===== src/rtl/ep0_csr_pkg.sv =====
// Package: bit positions and bundle types shared by the endpoint-zero
// status logic. Bit positions are fixed because software decodes them.
package ep0_csr_pkg;

    localparam int CSR_W   = 8;
    localparam int B_RX    = 0;  // packet received (hardware set)
    localparam int B_INRDY = 1;  // IN packet ready (software set)
    localparam int B_STDN  = 2;  // stall sent (hardware set)
    localparam int B_DEND  = 3;  // data end (software set)
    localparam int B_SEND  = 4;  // setup end (hardware set)
    localparam int B_STRQ  = 5;  // send stall (software set)
    localparam int B_CLRRX = 6;  // command: clear packet received
    localparam int B_CLRSE = 7;  // command: clear setup end

    // Event pulses coming from the packet engine.
    typedef struct packed {
        logic rx_pkt;
        logic tx_done;
        logic stall_sent;
        logic xfer_end;
    } ep0_evt_t;

    // Decoded software write actions.
    typedef struct packed {
        logic set_inrdy;
        logic set_dend;
        logic set_strq;
        logic clr_rx;
        logic clr_se;
        logic clr_stdn;
    } ep0_cmd_t;

    // Interrupt sources, one bit per reason.
    typedef struct packed {
        logic rx_set;
        logic in_done;
        logic stdn_set;
        logic se_set;
    } ep0_src_t;

endpackage


===== src/rtl/ep0_cmd_decode.sv =====
// Module: ep0_cmd_decode
// Turns one software write into set and clear actions for the flag bank.
// Assumes the write strobe lasts one cycle per access. Bits above the
// command byte and the read-only positions in it are ignored.
module ep0_cmd_decode
    import ep0_csr_pkg::*;
#(
    parameter int BUS_W = 32
) (
    input  logic             wr_en,
    input  logic [BUS_W-1:0] wr_data,
    output ep0_cmd_t         cmd
);

    localparam int HI_W = BUS_W - CSR_W;

    // Absorb the bits that carry no command.
    logic unused_bits;
    assign unused_bits = ^{wr_data[BUS_W-1:CSR_W], wr_data[B_RX], wr_data[B_SEND]};

    // Decode the command byte while the strobe is high.
    always_comb begin
        cmd           = '0;
        if (wr_en) begin
            cmd.set_inrdy = wr_data[B_INRDY];
            cmd.set_dend  = wr_data[B_DEND];
            cmd.set_strq  = wr_data[B_STRQ];
            cmd.clr_rx    = wr_data[B_CLRRX];
            cmd.clr_se    = wr_data[B_CLRSE];
            cmd.clr_stdn  = ~wr_data[B_STDN];
        end
    end

    // Elaboration guard: the bus must be wider than the command byte.
    if (HI_W < 1) begin : g_bad_width
        initial $display("ep0_cmd_decode: BUS_W must exceed %0d", CSR_W);
    end

endmodule


===== src/rtl/ep0_flag_bank.sv =====
// Module: ep0_flag_bank
// Holds the six status flags and applies engine events and software
// actions to them. A hardware set beats a software clear in the same
// cycle. Setup end is decided from the data-end value held before the edge.
module ep0_flag_bank
    import ep0_csr_pkg::*;
(
    input  logic              clk,
    input  logic              rst_n,
    input  ep0_evt_t          evt,
    input  ep0_cmd_t          cmd,
    output logic [CSR_W-1:0]  csr,
    output ep0_src_t          src
);

    logic rx_q, inrdy_q, stdn_q, dend_q, se_q, strq_q;
    logic rx_d, inrdy_d, stdn_d, dend_d, se_d, strq_d;
    logic se_ev;

    // A transfer that ends without data end is a premature end.
    assign se_ev = evt.xfer_end & ~dend_q;

    // Next-state rules for every flag.
    always_comb begin
        rx_d    = evt.rx_pkt     | (rx_q    & ~cmd.clr_rx);
        stdn_d  = evt.stall_sent | (stdn_q  & ~cmd.clr_stdn);
        se_d    = se_ev          | (se_q    & ~cmd.clr_se);
        inrdy_d = cmd.set_inrdy  | (inrdy_q & ~evt.tx_done);
        dend_d  = cmd.set_dend   | (dend_q  & ~evt.xfer_end);
        strq_d  = cmd.set_strq   | (strq_q  & ~evt.stall_sent);
    end

    // Flag registers with synchronous reset.
    always_ff @(posedge clk) begin
        if (!rst_n) begin
            rx_q    <= 1'b0;
            inrdy_q <= 1'b0;
            stdn_q  <= 1'b0;
            dend_q  <= 1'b0;
            se_q    <= 1'b0;
            strq_q  <= 1'b0;
        end else begin
            rx_q    <= rx_d;
            inrdy_q <= inrdy_d;
            stdn_q  <= stdn_d;
            dend_q  <= dend_d;
            se_q    <= se_d;
            strq_q  <= strq_d;
        end
    end

    // Assemble the readable byte; command positions read as zero.
    always_comb begin
        csr          = '0;
        csr[B_RX]    = rx_q;
        csr[B_INRDY] = inrdy_q;
        csr[B_STDN]  = stdn_q;
        csr[B_DEND]  = dend_q;
        csr[B_SEND]  = se_q;
        csr[B_STRQ]  = strq_q;
    end

    // Report the reasons for an interrupt in this cycle.
    always_comb begin
        src.rx_set   = evt.rx_pkt;
        src.in_done  = evt.tx_done & inrdy_q;
        src.stdn_set = evt.stall_sent;
        src.se_set   = se_ev;
    end

    logic p_rx, p_stall, p_setstrq, p_end, p_setdend, p_clrse;
    assign p_rx      = evt.rx_pkt;
    assign p_stall   = evt.stall_sent;
    assign p_setstrq = cmd.set_strq;
    assign p_end     = evt.xfer_end;
    assign p_setdend = cmd.set_dend;
    assign p_clrse   = cmd.clr_se;

    // a received packet leaves the flag set whatever software wrote
    a_r9_rx_hw_wins: assert property (@(posedge clk) disable iff (!rst_n)
        $past(rst_n) && $past(p_rx) |-> rx_q);

    // stall sent drops the request and raises the sent flag
    a_r4_stall_handoff: assert property (@(posedge clk) disable iff (!rst_n)
        $past(rst_n) && $past(p_stall) && !$past(p_setstrq) |-> !strq_q && stdn_q);

    // setup end holds until the clear command
    a_r8_se_holds: assert property (@(posedge clk) disable iff (!rst_n)
        $past(rst_n) && $past(se_q) && !$past(p_clrse) |-> se_q);

    // data end is consumed by the end of the transfer
    a_r6_dend_consumed: assert property (@(posedge clk) disable iff (!rst_n)
        $past(rst_n) && $past(dend_q) && $past(p_end) && !$past(p_setdend) |-> !dend_q);

endmodule


===== src/rtl/ep0_pulse_gen.sv =====
// Module: ep0_pulse_gen
// Registers the interrupt and flush pulses one cycle after their cause.
// Assumes the sources are single-cycle pulses from the flag bank.
module ep0_pulse_gen
    import ep0_csr_pkg::*;
(
    input  logic     clk,
    input  logic     rst_n,
    input  logic     irq_en,
    input  ep0_src_t src,
    output logic     irq,
    output logic     fifo_flush
);

    logic any_src;
    assign any_src = |src;

    // Capture one-cycle pulses from this cycle's sources.
    always_ff @(posedge clk) begin
        if (!rst_n) begin
            irq        <= 1'b0;
            fifo_flush <= 1'b0;
        end else begin
            irq        <= irq_en & any_src;
            fifo_flush <= src.se_set;
        end
    end

    // an interrupt pulse needs the enable in the cause cycle
    a_r11_irq_gated: assert property (@(posedge clk) disable iff (!rst_n)
        irq |-> $past(irq_en));

endmodule


===== src/rtl/ep0_csr_ctrl.sv =====
// Module: ep0_csr_ctrl (top)
// Control endpoint status register. Connects the write decoder, the flag
// bank and the pulse generator, and serves reads combinationally.
// Assumes a single-cycle read and write strobe and single-cycle events.
module ep0_csr_ctrl
    import ep0_csr_pkg::*;
#(
    parameter int BUS_W = 32
) (
    input  logic             clk,
    input  logic             rst_n,
    input  logic             sw_wr_en,
    input  logic [BUS_W-1:0] sw_wr_data,
    input  logic             sw_rd_en,
    output logic [BUS_W-1:0] sw_rd_data,
    input  logic             ev_rx_pkt,
    input  logic             ev_tx_done,
    input  logic             ev_stall_sent,
    input  logic             ev_xfer_end,
    input  logic             irq_en,
    output logic             irq,
    output logic             fifo_flush,
    output logic             stall_req
);

    localparam int PAD_W = BUS_W - CSR_W;

    ep0_evt_t         evt;
    ep0_cmd_t         cmd;
    ep0_src_t         src;
    logic [CSR_W-1:0] csr;

    // Bundle the engine pulses.
    always_comb begin
        evt.rx_pkt     = ev_rx_pkt;
        evt.tx_done    = ev_tx_done;
        evt.stall_sent = ev_stall_sent;
        evt.xfer_end   = ev_xfer_end;
    end

    ep0_cmd_decode #(.BUS_W(BUS_W)) u_dec (
        .wr_en   (sw_wr_en),
        .wr_data (sw_wr_data),
        .cmd     (cmd)
    );

    ep0_flag_bank u_flags (
        .clk   (clk),
        .rst_n (rst_n),
        .evt   (evt),
        .cmd   (cmd),
        .csr   (csr),
        .src   (src)
    );

    ep0_pulse_gen u_pulse (
        .clk        (clk),
        .rst_n      (rst_n),
        .irq_en     (irq_en),
        .src        (src),
        .irq        (irq),
        .fifo_flush (fifo_flush)
    );

    // Drive the register onto the read bus only during a read.
    always_comb begin
        sw_rd_data = '0;
        if (sw_rd_en) sw_rd_data = {{PAD_W{1'b0}}, csr};
    end

    assign stall_req = csr[B_STRQ];

    // a flush pulse always comes with the setup-end flag
    a_r7_flush_flag: assert property (@(posedge clk) disable iff (!rst_n)
        fifo_flush |-> csr[B_SEND]);

    // nothing on the read bus without a read strobe
    a_r12_quiet_bus: assert property (@(posedge clk) disable iff (!rst_n)
        !sw_rd_en |-> sw_rd_data == '0);

endmodule


===== config.mk =====
export PLATFORM = sky130hd
export DESIGN_NAME = ep0_csr_ctrl
export DESIGN_NICKNAME = d
export VERILOG_FILES = /design/src/rtl/ep0_csr_pkg.sv /design/src/rtl/ep0_cmd_decode.sv /design/src/rtl/ep0_flag_bank.sv /design/src/rtl/ep0_pulse_gen.sv /design/src/rtl/ep0_csr_ctrl.sv
export SDC_FILE = /design/constraint.sdc
export NUM_CORES = 1
export LEC_CHECK = 0
export BUFFER_PORTS_ARGS = -buffer_cell sky130_fd_sc_hd__buf_2
export CAP_MARGIN = 20
export CORE_MARGIN = 5
export CORE_UTILIZATION = 35
export DETAILED_ROUTE_END_ITERATION = 16
export PLACE_DENSITY = 0.82
export SKIP_CTS_REPAIR_TIMING = 1
export SLEW_MARGIN = 15
export SYNTH_ARGS = -nofsm -noshare
export SYNTH_HDL_FRONTEND = slang
export SYNTH_HIERARCHICAL = 1
export SYNTH_SLANG_ARGS = --single-unit

===== constraint.sdc =====
create_clock -name clk -period 2.65 [get_ports clk]
set_input_delay 0.1325 -clock clk [delete_from_list [all_inputs] [get_ports clk]]
set_output_delay 0.1325 -clock clk [all_outputs]
set_load 0.02 [all_outputs]

[Word level (Yosys, flattened, before mapping)]
Cells that the tools add are included.
Storage, ports and cells
  bits of input ports: 41
  output and inout bits: 35
  register bits: 8
  word-level logic and storage cells: 34
Operators by class
  multiplexer cells: 2
  reductions and logical operators: 1
  bitwise logic cells: 23
Operators by type and width (count)
  $mux W6: 2
  $and A1 B1 Y1: 9
  $not A1 Y1: 8
  $or A1 B1 Y1: 6
  $reduce_or A4 Y1: 1

[Depth between registers and ports, before layout]
  depth in word-level cells: 5
  mapped depth: 4
  depth with buffers taken out: 3

[Hierarchy]
The synthesis kept the hierarchy.
Modules (own cells, without submodules)
  ep0_flag_bank: cells an instance 32, sequential area each 120.1 um^2, instances 1, area an instance 309.0 um^2
  ep0_csr_ctrl: cells an instance 33, sequential area each 0.0 um^2, instances 1, area an instance 234.0 um^2
  ep0_pulse_gen: cells an instance 6, sequential area each 40.0 um^2, instances 1, area an instance 66.3 um^2
  ep0_cmd_decode: cells an instance 6, sequential area each 0.0 um^2, instances 1, area an instance 40.0 um^2

[Worst setup path after synthesis]
OpenSTA, ideal clock, no wires.
  path kind: register to register
  start point: register u_flags.dend_q
  end point: register u_pulse.irq
  path slack: 1.731 ns
  required time: 2.531 ns
  clock period less this slack: 0.919 ns
  setup time: 0.119 ns
  arrival time: 0.800 ns
  cell stages (with the launch flop): 5
  buffers on the path: 1
  path through: dfxtp_1 > nor2b_4 > buf_4 > nor4_2 > nor2_1
On the way
  longest elaborated chain between the ends: 4
Ends and longest elaborated chain
  start: declaration: line ep0_flag_bank.sv:16  | logic rx_q, inrdy_q, stdn_q, dend_q, se_q, strq_q;
  start signal: assignment: line ep0_flag_bank.sv:46  | dend_q <= dend_d;
  $not A1 Y1: line ep0_flag_bank.sv:21  | assign se_ev = evt.xfer_end & ~dend_q;
  $and A1 B1 Y1: line ep0_flag_bank.sv:21
  net u_flags.se_ev: line ep0_flag_bank.sv:18  | logic se_ev;
  $reduce_or A4 Y1: line ep0_pulse_gen.sv:16  | assign any_src = |src;
  $and A1 B1 Y1: line ep0_pulse_gen.sv:24  | irq <= irq_en & any_src;
  end signal: assignment: line ep0_pulse_gen.sv:24
  end: declaration: line ep0_pulse_gen.sv:11  | output logic irq,
The timed path passes the listed nets, and every way through them passes these cells.
A chain may end at the register's enable or synchronous reset.

[Worst setup path after layout]
  start point: register u_flags.dend_q
  end point: output sw_rd_data[3]
On the way
  longest elaborated chain between the ends: 1
Ends and longest elaborated chain
  $mux W6: line ep0_csr_ctrl.sv:68  | if (sw_rd_en) sw_rd_data = {{PAD_W{1'b0}}, csr};
  end: declaration: line ep0_csr_ctrl.sv:15  | output logic [BUS_W-1:0] sw_rd_data,
Every way passes these cells.

==> summary.md <==
The number of cells on the worst reg-to-reg path is 3, and the area inside the core boundary is 1750 um^2. The total via count in the routed design is 427. Fill cells in the final layout number 211.

In the post-synthesis netlist, the biggest area contributors are sky130_fd_sc_hd__buf_4, sky130_fd_sc_hd__dfxtp_1, sky130_fd_sc_hd__and2_1. The clock latency of the later-clocked register in the worst-skew pair is 0.26 ns. For the worst setup path, the data arrival time is 0.92 ns. The run finished with clean final reports.

The area of the die is 2820 um^2. Entering global routing, the biggest net connects 9 pins. For the DRC violation count after routing, the log shows 0. The maximum clock frequency is 948 MHz, and the reported net switching power is 0.101 mW. The class of the most critical hold timing path was in2reg. For this block, the routed nets add up to 1140 um of wire.

The smallest clock period supported by the final layout is computed as 1.05 ns. Compared with the post-synthesis result, the final layout area differs by -0.578%. The post-synthesis sequential area ratio came out at 0.247. The sequential cells in the finished layout cover a total of 160 um^2.

Measured along the x axis, the die boundary spans 53.1 um. The repair_antennas step left the layout with diodes totalling 0. The Yosys step of the flow raised 6 warnings. The final count of negative-setup-slack endpoints was 0. The library cell used most frequently in the layout, excluding fill and tap cells, is sky130_fd_sc_hd__conb_1. The detailed router finished its first iteration with 0 violations. The number of violations of the max-capacitance limit is 0, and the total instance count after detailed placement is 114. After clock tree synthesis, the clock-pin slew on the worst setup and hold paths is 0.06 ns.

Setup repair after global routing left no endpoint under its margin. The mean area per synthesized cell is 8.43 um^2. The clock passes through at most 2 buffers.

The first global-routing pass estimated 1550 um of wire. The die is 53.1 um tall. The classification of the worst setup path is reg2out. In the final routed layout, each cell accounts on average for 9.77 um. The per-cell via count in the routed design was 3.65. STA classifies the critical path endpoint as a primary output. The critical path goes through and2_1 -> buf_2.

For the standard cell area after detailed placement, the log shows 623 um^2. The area of all placed cells without fillers is 646 um^2, and the final worst clock skew is 0.0110 ns. The largest fanout on the critical path was 3. At the worst endpoint, the required time is 2.52 ns. The internal portion of the total power is 0.206 mW. The cell area that synthesis handed to floorplanning was 649 um^2.

The logs give 0.427 for the sequential share of power and 973 um for the half-perimeter wire length of the detailed placement result. TritonCTS built the clock tree. Leaving out fill and tap cells, the most frequent cells in the layout are sky130_fd_sc_hd__conb_1, sky130_fd_sc_hd__buf_2, sky130_fd_sc_hd__and2_1, sky130_fd_sc_hd__dfxtp_1. Total power for the finished layout comes to 0.307 mW.

The multi-input gate area in the final layout came out at 317 um^2. For the number of failing hold endpoints at the final stage, the log shows 0. The share of the cycle needed by the critical path after routing is 0.398, and the remaining number of nets flagged by the antenna check after routing is 0. The count of final max-slew check failures is 0, and the initial antenna violation count is 0.

The number of buffers created by CTS is 3, and the portion of synthesized cell area occupied by the leading cell type is 0.405. The run gives 8 as the number of clock sinks seen by CTS. After synthesis the netlist holds a flip-flop and latch count of 8. The depth of the worst hold-timing path is 3, and the final standard cell count with taps included and fillers excluded is 117.

The standard-cell row count is 15. The share of the core filled with cells in the final layout is 0.370. At the end of routability-driven placement, the weighted congestion stood at 0.676.

The run gives 0.353 nW as the leakage component of the power. The combinational share of power came out at 0.272. Synthesis produced a netlist whose cell count is 77. The run gives 0.0821 as the global-route usage over all layers. The buffer cell driving the clock tree root was sky130_fd_sc_hd__clkbuf_4.

The number of top-level pins was 76; the biggest cell delay along the critical path was 0.38 ns. The number of detailed-routing iterations run before antenna repair was 1. After the last flow step, the layout net total stands at 135.

The total overflow left after global routing is 0. The starting density of the core came out at 0.372. The final total negative setup slack came out at 0 ns. The fraction of power spent switching nets was 0.330. Power density over cell area: 476 nW/um^2. Share of cells above drive strength 1: 0.315. The biggest area contributor in the post-synthesis netlist is sky130_fd_sc_hd__buf_4. Buffers placed on the I/O ports in this run total 23. The worst setup path is launched from a flop.

The via count of the first global-routing pass came out at 357. The worst-case IR drop observed on VDD is 0.000279 V. The slowest library cell on the worst path was sky130_fd_sc_hd__dfxtp_1. The part of the power in the clock network was 0.301; the count of distinct cell types in the synthesized netlist was 11.

For the H-tree depth reported by CTS, the log shows 1.
[cell families after synthesis]
group,count (synthesis),share of synthesized area
DFF,8,0.247
buffers and inverters,35,0.405
AOI/OAI and AO/OA,6,0.0694
and+or+nand+nor,26,0.268
other,2,0.0116
[critical path, delay by kind of cell (launching register included)]
kind / cells / cell delay (ns)
and+or+nand+nor: 1 / 0.13
buffers and inverters: 1 / 0.15
DFF: 1 / 0.38
[final timing paths]
check | from | end | slack [ns]
min reg2reg | u_flags/stdn_q | u_flags/stdn_q | 0.57
max reg2reg | u_flags/dend_q | u_pulse/irq | 1.80
min | irq_en | u_pulse/irq | 0.11
max | u_flags/dend_q | sw_rd_data[3] | 1.60
[flip-flops by register name (all words and copies together), names as in the netlist]
signal              flops
u_flags/dend_q          1
u_flags/se_q            1
u_flags/inrdy_q         1
u_flags/stdn_q          1
u_pulse/irq             1
u_flags/strq_q          1
u_flags/rx_q            1
u_pulse/fifo_flush      1
[area by class of cell]
cell class,count,share of cell area
multi-input cells,58,0.490
flip-flops and latches,8,0.248
repair buffers,23,0.178
well taps,25,0.0484
clock buffers,3,0.0349
[power by group through the flow]
stage	combinational, mW	sequential (mW)	clock (mW)
floorplan	0.0980	0.136	0
global placement	0.0820	0.133	0
detailed placement	0.0833	0.134	0
CTS	0.0835	0.131	0.0982
global route	0.0918	0.132	0.104
finish	0.0836	0.131	0.0924
[routing by layer]
metal / global-route usage / vias to the layer above / share of wire
met5: 0 / - / 0
met4: 0.0255 / 0 / 0.0070
met2: 0.130 / 29 / 0.48
met3: 0.0507 / 2 / 0.14
li1: - / 208 / -
met1: 0.0898 / 188 / 0.37
[metrics by stage]
stage / hold WS, ns / worst slack [ns]
final: 0.108 / 1.60
after floorplan: 0.250 / 1.73
after detailed placement: 0.366 / 1.81
after global placement: 0.358 / 1.83
after CTS: 0.101 / 1.58
after global routing: 0.122 / 1.52
[synthesized netlist by cell type]
library cell	number
sky130_fd_sc_hd__nor4_2	1
sky130_fd_sc_hd__nand2_1	1
sky130_fd_sc_hd__nor2b_1	6
sky130_fd_sc_hd__nor2b_4	1
sky130_fd_sc_hd__and2_1	15
sky130_fd_sc_hd__conb_1	2
sky130_fd_sc_hd__dfxtp_1	8
sky130_fd_sc_hd__o21a_1	6
sky130_fd_sc_hd__nor2_1	1
sky130_fd_sc_hd__buf_4	35
sky130_fd_sc_hd__nor2b_2	1
No activity file was read; power rests on OpenSTA's default activity.
